--- config.mk ---
export PLATFORM = sky130hd
export DESIGN_NAME = rkdec_top
export DESIGN_NICKNAME = d
export VERILOG_FILES = /design/src/rtl/rkdec_pkg.sv /design/src/rtl/rkdec_regs.sv /design/src/rtl/rkdec_match.sv /design/src/rtl/rkdec_top.sv
export SDC_FILE = /design/constraint.sdc
export NUM_CORES = 1
export LEC_CHECK = 0
export CORE_ASPECT_RATIO = 0.7
export CORE_MARGIN = 3
export CORE_UTILIZATION = 55
export CTS_BUF_LIST = sky130_fd_sc_hd__clkbuf_4
export CTS_CLUSTER_DIAMETER = 80
export DETAILED_ROUTE_END_ITERATION = 7
export PLACE_DENSITY = 0.86
export SYNTH_ARGS = -nofsm -noshare
export SYNTH_HDL_FRONTEND = slang
export SYNTH_SLANG_ARGS = --single-unit
--- constraint.sdc ---
create_clock -name clk -period 2.63 [get_ports clk]
set_clock_uncertainty 0.2 [all_clocks]
set_input_delay 0.526 -clock clk [delete_from_list [all_inputs] [get_ports clk]]
set_output_delay 0.526 -clock clk [all_outputs]
set_load 0.01 [all_outputs]
--- src/rtl/rkdec_pkg.sv ---
package rkdec_pkg;
  localparam int RANKS_DEF  = 4;
  localparam int CHANS_DEF  = 2;
  localparam int BND_W_DEF  = 8;
  localparam int OFF_W_DEF  = 12;
  localparam int BASE_DEF   = 'h100;
  localparam int STRIDE_DEF = 'h080;

  function automatic int chan_width(input int chans);
    return (chans > 1) ? $clog2(chans) : 1;
  endfunction
endpackage

--- src/rtl/rkdec_regs.sv ---
module rkdec_regs #(
  parameter int BND_W  = 8,
  parameter int RANKS  = 4,
  parameter int CHANS  = 2,
  parameter int OFF_W  = 12,
  parameter int BASE   = 'h100,
  parameter int STRIDE = 'h080
) (
  input  logic                                clk,
  input  logic                                rst_n,
  input  logic                                wr_en,
  input  logic [OFF_W-1:0]                    wr_off,
  input  logic [BND_W-1:0]                    wr_data,
  input  logic [OFF_W-1:0]                    rd_off,
  output logic [BND_W-1:0]                    rd_data,
  output logic [CHANS*RANKS-1:0][BND_W-1:0]   bnd
);
  localparam int NREG = CHANS * RANKS;

  logic [NREG-1:0] wr_hit;
  logic [NREG-1:0] rd_hit;

  for (genvar g = 0; g < NREG; g++) begin : g_reg
    localparam logic [OFF_W-1:0] MY_OFF = OFF_W'(BASE + (g / RANKS) * STRIDE + (g % RANKS));
    logic [BND_W-1:0] q;

    assign wr_hit[g] = wr_en && (wr_off == MY_OFF);
    assign rd_hit[g] = (rd_off == MY_OFF);

    always_ff @(posedge clk or negedge rst_n) begin
      if (!rst_n)         q <= '0;
      else if (wr_hit[g]) q <= wr_data;
    end

    assign bnd[g] = q;
  end

  always_comb begin
    rd_data = '0;
    for (int i = 0; i < NREG; i++) begin
      if (rd_hit[i]) rd_data = rd_data | bnd[i];
    end
  end

  // a write that hits no register leaves every boundary untouched
  p_stray_write_ignored_r2: assert property (@(posedge clk) disable iff (!rst_n)
    (wr_en && (wr_hit == '0)) |=> $stable(bnd));
endmodule

--- src/rtl/rkdec_match.sv ---
module rkdec_match #(
  parameter int BND_W = 8,
  parameter int RANKS = 4,
  parameter int CHANS = 2,
  parameter int FLD_W = 7,
  parameter int CH_W  = 1
) (
  input  logic [FLD_W-1:0]                    fld,
  input  logic [CHANS*RANKS-1:0][BND_W-1:0]   bnd,
  output logic                                hit,
  output logic [CH_W-1:0]                     chan,
  output logic [RANKS-1:0]                    cs
);
  localparam int NREG = CHANS * RANKS;
  localparam int CW   = (FLD_W > BND_W) ? FLD_W : BND_W;

  logic [CW-1:0] fld_x;
  assign fld_x = CW'(fld);

  // Walk from the top rank down so the lowest matching rank is written last.
  always_comb begin
    hit  = 1'b0;
    chan = '0;
    cs   = '0;
    for (int i = NREG - 1; i >= 0; i--) begin
      if (fld_x < CW'(bnd[i])) begin
        hit  = 1'b1;
        chan = CH_W'(i / RANKS);
        cs   = RANKS'(1) << (i % RANKS);
      end
    end
  end
endmodule

--- src/rtl/rkdec_top.sv ---
module rkdec_top
  import rkdec_pkg::*;
#(
  parameter int ADDR_W   = 32,
  parameter int GRAN_LSB = 25,
  parameter int BND_W    = BND_W_DEF,
  parameter int RANKS    = RANKS_DEF,
  parameter int CHANS    = CHANS_DEF,
  parameter int OFF_W    = OFF_W_DEF,
  parameter int BASE     = BASE_DEF,
  parameter int STRIDE   = STRIDE_DEF,
  localparam int CH_W    = chan_width(CHANS)
) (
  input  logic              clk,
  input  logic              rst_n,
  input  logic              cfg_wr_en,
  input  logic [OFF_W-1:0]  cfg_wr_off,
  input  logic [BND_W-1:0]  cfg_wr_data,
  input  logic [OFF_W-1:0]  cfg_rd_off,
  output logic [BND_W-1:0]  cfg_rd_data,
  input  logic              in_valid,
  output logic              in_ready,
  input  logic [ADDR_W-1:0] in_addr,
  output logic              out_valid,
  input  logic              out_ready,
  output logic [CH_W-1:0]   out_chan,
  output logic [RANKS-1:0]  out_cs,
  output logic              out_oor
);
  localparam int FLD_W = ADDR_W - GRAN_LSB;

  logic [CHANS*RANKS-1:0][BND_W-1:0] bnd;
  logic                              m_hit;
  logic [CH_W-1:0]                   m_chan;
  logic [RANKS-1:0]                  m_cs;

  rkdec_regs #(
    .BND_W(BND_W), .RANKS(RANKS), .CHANS(CHANS),
    .OFF_W(OFF_W), .BASE(BASE), .STRIDE(STRIDE)
  ) regs_i (
    .clk     (clk),
    .rst_n   (rst_n),
    .wr_en   (cfg_wr_en),
    .wr_off  (cfg_wr_off),
    .wr_data (cfg_wr_data),
    .rd_off  (cfg_rd_off),
    .rd_data (cfg_rd_data),
    .bnd     (bnd)
  );

  rkdec_match #(
    .BND_W(BND_W), .RANKS(RANKS), .CHANS(CHANS),
    .FLD_W(FLD_W), .CH_W(CH_W)
  ) match_i (
    .fld  (in_addr[ADDR_W-1:GRAN_LSB]),
    .bnd  (bnd),
    .hit  (m_hit),
    .chan (m_chan),
    .cs   (m_cs)
  );

  assign in_ready = !out_valid || out_ready;

  always_ff @(posedge clk or negedge rst_n) begin
    if (!rst_n) begin
      out_valid <= 1'b0;
      out_chan  <= '0;
      out_cs    <= '0;
      out_oor   <= 1'b0;
    end else if (in_ready) begin
      out_valid <= in_valid;
      if (in_valid) begin
        out_chan <= m_chan;
        out_cs   <= m_cs;
        out_oor  <= !m_hit;
      end
    end
  end

  // an in-range result names exactly one rank
  p_one_rank_r3: assert property (@(posedge clk) disable iff (!rst_n)
    (out_valid && !out_oor) |-> ($countones(out_cs) == 1));

  // out-of-range results carry no chip select and channel 0
  p_oor_quiet_r5: assert property (@(posedge clk) disable iff (!rst_n)
    (out_valid && out_oor) |-> ((out_cs == '0) && (out_chan == '0)));

  // an accepted address yields a valid result on the next cycle
  p_one_cycle_r6: assert property (@(posedge clk) disable iff (!rst_n)
    (in_valid && in_ready) |=> out_valid);

  // a stalled result stays put
  p_stall_hold_r7: assert property (@(posedge clk) disable iff (!rst_n)
    (out_valid && !out_ready) |=>
      (out_valid && $stable(out_cs) && $stable(out_chan) && $stable(out_oor)));
endmodule

## After elaboration in Yosys (flattened, before gate mapping)

Cells that the tools add are included.

- Bits in registers: 71
- Bits of input ports: 69
- Output and inout port bits: 16
- Word-level logic and storage cells: 83

- Magnitude comparators: 8
- Eq/ne operators: 16
- Mux-type cells: 28
- Bitwise logic cells: 7
- Reduce and logical (&&, ||, !) cells: 12

Operator list:

| cell | count |
|---|---|
| 12-bit by 9-bit equality test with 1-bit output (second input constant) | 16 |
| 7-bit by 8-bit less-than comparator with 1-bit output | 8 |
| 8-bit two-way mux | 8 |
| 8-bit OR | 7 |
| 4-bit two-way mux | 8 |
| 1-bit two-way mux | 12 |
| 1-bit logical AND | 8 |
| 1-bit zero test | 2 |
| 2-bit AND reduction | 1 |
| 1-bit logical OR | 1 |

## Logic depth before layout (Yosys ltp)

Gate-level depths: netlist of run 1.

- Word-level depth: 16
- Mapped depth: 8
- Gate-level depth less buffers: 8

## Hierarchy

From an unflattened synthesis of run 1, not the netlist that was laid out.

- Cell total of the unflattened synthesis: 417
- Area, all modules: 4792.1 um^2

Modules (own cells, without submodules):

| module | times used | cells each | area each (um^2) |
|---|---|---|---|
| rkdec_regs | 1 | 215 | 3076.7 |
| rkdec_match | 1 | 185 | 1421.4 |
| rkdec_top | 1 | 17 | 294.0 |

## Worst setup path after synthesis of run 1

OpenSTA, ideal clock, no wires.

- Kind: input to output
- From: in cfg_rd_off[0]
- To: out cfg_rd_data[1]
- Arrival: 1.773 ns
- Path slack: 0.131 ns
- Stages: 6
- Path buffers: 3
- Cell sequence: clkbuf_1 > clkbuf_1 > clkbuf_1 > o21ai_0 > a22oi_1 > o2111ai_1

- Word-level cells in the longest chain between the ends: 16

RTL lines:

| what | RTL line | source |
|---|---|---|
| start, declared | rkdec_top.sv:19 | `input logic [OFF_W-1:0] cfg_rd_off,` |
| 12-bit by 9-bit equality test with 1-bit output | rkdec_regs.sv:28 | `assign rd_hit[g] = (rd_off == MY_OFF);` |
| 8-bit two-way mux | rkdec_regs.sv:41 | `if (rd_hit[i]) rd_data = rd_data \| bnd[i];` |
| 8-bit OR | rkdec_regs.sv:41 |  |
| 8-bit two-way mux | rkdec_regs.sv:41 |  |
| 8-bit OR | rkdec_regs.sv:41 |  |
| 8-bit two-way mux | rkdec_regs.sv:41 |  |
| 8-bit OR | rkdec_regs.sv:41 |  |
| 8-bit two-way mux | rkdec_regs.sv:41 |  |
| 8-bit OR | rkdec_regs.sv:41 |  |
| 8-bit two-way mux | rkdec_regs.sv:41 |  |
| 8-bit OR | rkdec_regs.sv:41 |  |
| 8-bit two-way mux | rkdec_regs.sv:41 |  |
| 8-bit OR | rkdec_regs.sv:41 |  |
| 8-bit two-way mux | rkdec_regs.sv:41 |  |
| 8-bit OR | rkdec_regs.sv:41 |  |
| 8-bit two-way mux * | rkdec_regs.sv:41 |  |
| end, declared | rkdec_top.sv:20 | `output logic [BND_W-1:0] cfg_rd_data,` |

Mark *: on every way between the ends. The rest lies on a longest branch, timed or not.

## Worst setup path in the final report of run 1

- From: in cfg_rd_off[0]
- To: out cfg_rd_data[0]

Same word-level chain as after synthesis.

==> impl_metrics.yaml, run 1 <==
critical_path:
  cp-end-kind: "primary output"
  timing.rr.end: "out_chan"
  startpoint_type: "input port"
  path_class: "in -> out"
  arrival_ns: 1.91
  r2r_slack_ns: 0.23
  r2r_start: "regs_i.g_reg[5].q[6]"
  crit_fanout: 6
  r2r_cells: 8
  critPathRequiredTime_ns: 1.90
global_route:
  grt_use_total_pct: 32.8
  grt_pass1_vias: 4618
  antenna_found_initial: 0
  grt-ovfl-total: 0
  grt_pass1_wl_microns: 23200
  grt_max_degree: 72
finish:
  final_common_cell: "dfrtp_1"
  final_cell_mix: "dfrtp_1 (71), buf_4 (53), nand2_1 (52)"
  fin_util_pct: 74.3
  nNetsFinal: 711
  area_growth_syn_to_layout_pct: 29.0
  layout-drive-gt1-share_pct: 27.4
  num_antenna_cells: 0
  fillCellCount: 546
clock_tree:
  cts.reportedPaths.clkPinSlew_ns: 0.12
  cts-root-buf: "clkbuf_4"
  htree_levels: 3
  cts_buffer_depth: 2
  clk_latency_ns: 0.46
  cts_buffers: 9
  tritoncts: "done"
  clock_sinks: 71
route:
  via_per_inst: 6.29
  wirelength_microns: 14900
  first_pass_iters: 5
  wl_per_cell_microns: 21.3
  drc: 0
  final_antenna_net_count: 0
  drt_iter0_drc: 512
  vias: 4401
flow_run:
  cap_violations: 0
logic_synthesis:
  syn-num-nets: 597
  yosys_warnings: 0
  ys_async_sr_fraction_pct: 100
  synth.avg_cell_area_sq_um: 9.57
  netlist_instances: 480
  yosys_register_bits: 71
  synth_fa_ha_area_share_pct: 13.1
  ys_top_cells_by_area: "dfrtp_1 (39%), ha_1 (13%), mux2_2 (6.9%), o21ai_0 (5.2%), nand2_1 (4.3%)"
  synth_compound_area_share_pct: 17.0
  synth_top_area_share_pct: 38.7
  synth_edf_count: 0
  synthesis.area_sq_mm: 0.00459
  post_synth_mux_area_share_pct: 10.6
  synthXorXnorAreaFrac_pct: 0
  synthFlopType: "dfrtp_1"
  synth_top_family_by_area: "compound AO/OA/AOI/OAI gates"
  synth_largest_area_cell: "dfrtp_1"
  ys_seq_area_share_pct: 38.7
  synth-simple-area-share_pct: 15.2
  synth.distinct_cells: 58
sta:
  worst_pin_slew_ns: 0.492
  drv_slew: 0
  slew_headroom_pct: 67.1
  worst_slack_ns: -0.0101
  rsz0062_at_grt: "yes"
  fmax_mhz: 379
  fin_crit_sh_pct: 100
  hold_violations: 0
  fin_crit_ns: 2.64
  setup_violations: 1
floorplan:
  rows: 27
  core_sq_mm: 0.00797
  start_util_pct: 57.6
  num_io_pins: 85
  die-area_sq_mm: 0.00950
  die_h_microns: 82.5
  die_x_microns: 115
outcome:
  violations: "setup timing"
  outcome: "finished, violations left"
power:
  power_leakage_nw: 2.86
  internal_power_mw: 1.50
  power_frac_clock_pct: 29.3
  p_sw_mw: 0.596
  finalPower_mw: 2.10
  p_comb_share_pct: 17.5
  p_seq_share_pct: 53.3
  p_per_area_mw_per_mm2: 354
  switching_share_pct: 28.4
  ir_drop_mv: 0.273
min_path:
  hold_class: "reg -> reg"
  holdPathEnd: "out_chan"
  hold_start: "out_chan"
  worstHoldPathCells: 1
placed_design:
  io_buffer_count: 59
  dp_hpwl_microns: 11100
  place_congestion: 0.938
[kinds of logic after synthesis]
kind of cell / after synthesis
adders and majority gates: 48
buffers and inverters: 66
muxes: 41
DFF: 71
AOI/OAI and AO/OA: 121
and+or+nand+nor: 133
[worst max-delay path by stage]
stage / endpoint / cells past startpoint / start / slack, ns
finish: cfg_rd_data[0] / 7 / cfg_rd_off[0] / -0.01
CTS: cfg_rd_data[1] / 9 / cfg_rd_off[10] / 0.01
global placement: cfg_rd_data[4] / 8 / cfg_rd_off[11] / -0.81
detailed placement: cfg_rd_data[1] / 8 / cfg_rd_off[3] / -0.89
global route: cfg_rd_data[0] / 5 / regs_i.g_reg[1].q[0] / -0.04
floorplan: cfg_rd_data[1] / 6 / cfg_rd_off[0] / 0.13
[what timing repair did]
action	4_1_cts	5_1_grt
buffers inserted	4	0
hold buffers	1	0
pin swaps	20	15
hold endpoints to repair	71	0
setup endpoints to repair	9	11
resized for setup	103	22
[worst max-delay path, cell delays in order]
cell and delay [ns]:
clkdlybuf4s15_1 0.18, buf_6 0.16, mux2_4 0.31, a32oi_1 0.22, o21ai_1 0.10, a221o_1 0.27
buf_2 0.14
[Yosys cell counts (2+ instances only)]
master	number
mux2_2	28
a32o_1	3
mux2i_1	5
nor2_1	23
o211ai_1	2
a32oi_1	3
o2bb2ai_1	2
a31oi_1	5
nand3_1	12
clkbuf_1	13
nand4_1	2
nand4b_1	2
a221o_1	2
o2111ai_1	4
nor2b_1	5
and3_1	4
a2bb2oi_1	3
nand2b_1	8
and4b_1	6
a21o_1	5
and2_1	2
nor4_1	2
a211oi_1	5
a21oi_1	15
inv_1	50
nor3_1	2
o21bai_1	5
o21ai_0	48
a22oi_1	9
ha_1	48
mux2_4	8
nand2_1	53
dfrtp_1	71
[stage by stage]
| stage | hold slack, ns | worst slack, ns | TNS, ns | cell area (sq um) | std cells |
|---|---|---|---|---|---|
| 3_5_place_dp | 0.283 | -0.887 | -10.86 | 5670 | 679 |
| 4_1_cts | 0.310 | 0.0117 | 0 | 5860 | 700 |
| 6_report | 0.307 | -0.0101 | -0.0101 | 5930 | 700 |
| 3_3_place_gp | 0.277 | -0.813 | -8.83 | 5670 | 679 |
| 5_1_grt | 0.340 | -0.0390 | -0.109 | 5930 | 700 |
| 2_1_floorplan | 0.0304 | 0.131 | 0 | 4590 | 480 |
[state kept, by name (all words and copies together) (netlist names)]
signal	count
out_chan	1
regs_i.g.q	64
out_oor	1
out_cs	4
out_valid	1
[power groups by stage]
| stage | Clock, mW | Sequential (mW) | Combinational [mW] |
|---|---|---|---|
| 2_1_floorplan | 0 | 1.14 | 0.110 |
| 3_3_place_gp | 0 | 1.14 | 0.326 |
| 3_5_place_dp | 0 | 1.14 | 0.343 |
| 4_1_cts | 0.620 | 1.12 | 0.347 |
| 5_1_grt | 0.670 | 1.12 | 0.394 |
| 6_report | 0.614 | 1.12 | 0.367 |
[routing by layer]
layer | wire, microns | vias up | GRT usage, %
li1 | - | 1954 | -
met1 | 5880 | 2095 | 40.8
met2 | 6680 | 291 | 51.2
met3 | 1810 | 61 | 12.5
met4 | 499 | 0 | 14.7
met5 | 0 | - | 0
[cell type report]
type                            instances  area (sq um)  area share (%)
Multi-Input combinational cell        343          2720            45.9
Sequential cell                        71          1780            30.0
Timing Repair Buffer                  119          1000            17.0
Inverter                               50           188            3.17
Tap cell                              101           126            2.13
Clock buffer                           12          90.1            1.52
Clock inverter                          4          22.5           0.380
Power figures use the tool's default switching activity.
==> run 2, diff against run 1 <==
CTS_CLUSTER_SIZE = 24   (was default)
==> results of run 2 <==
The final DEF is identical to that of run 1; final timing and power are the same.
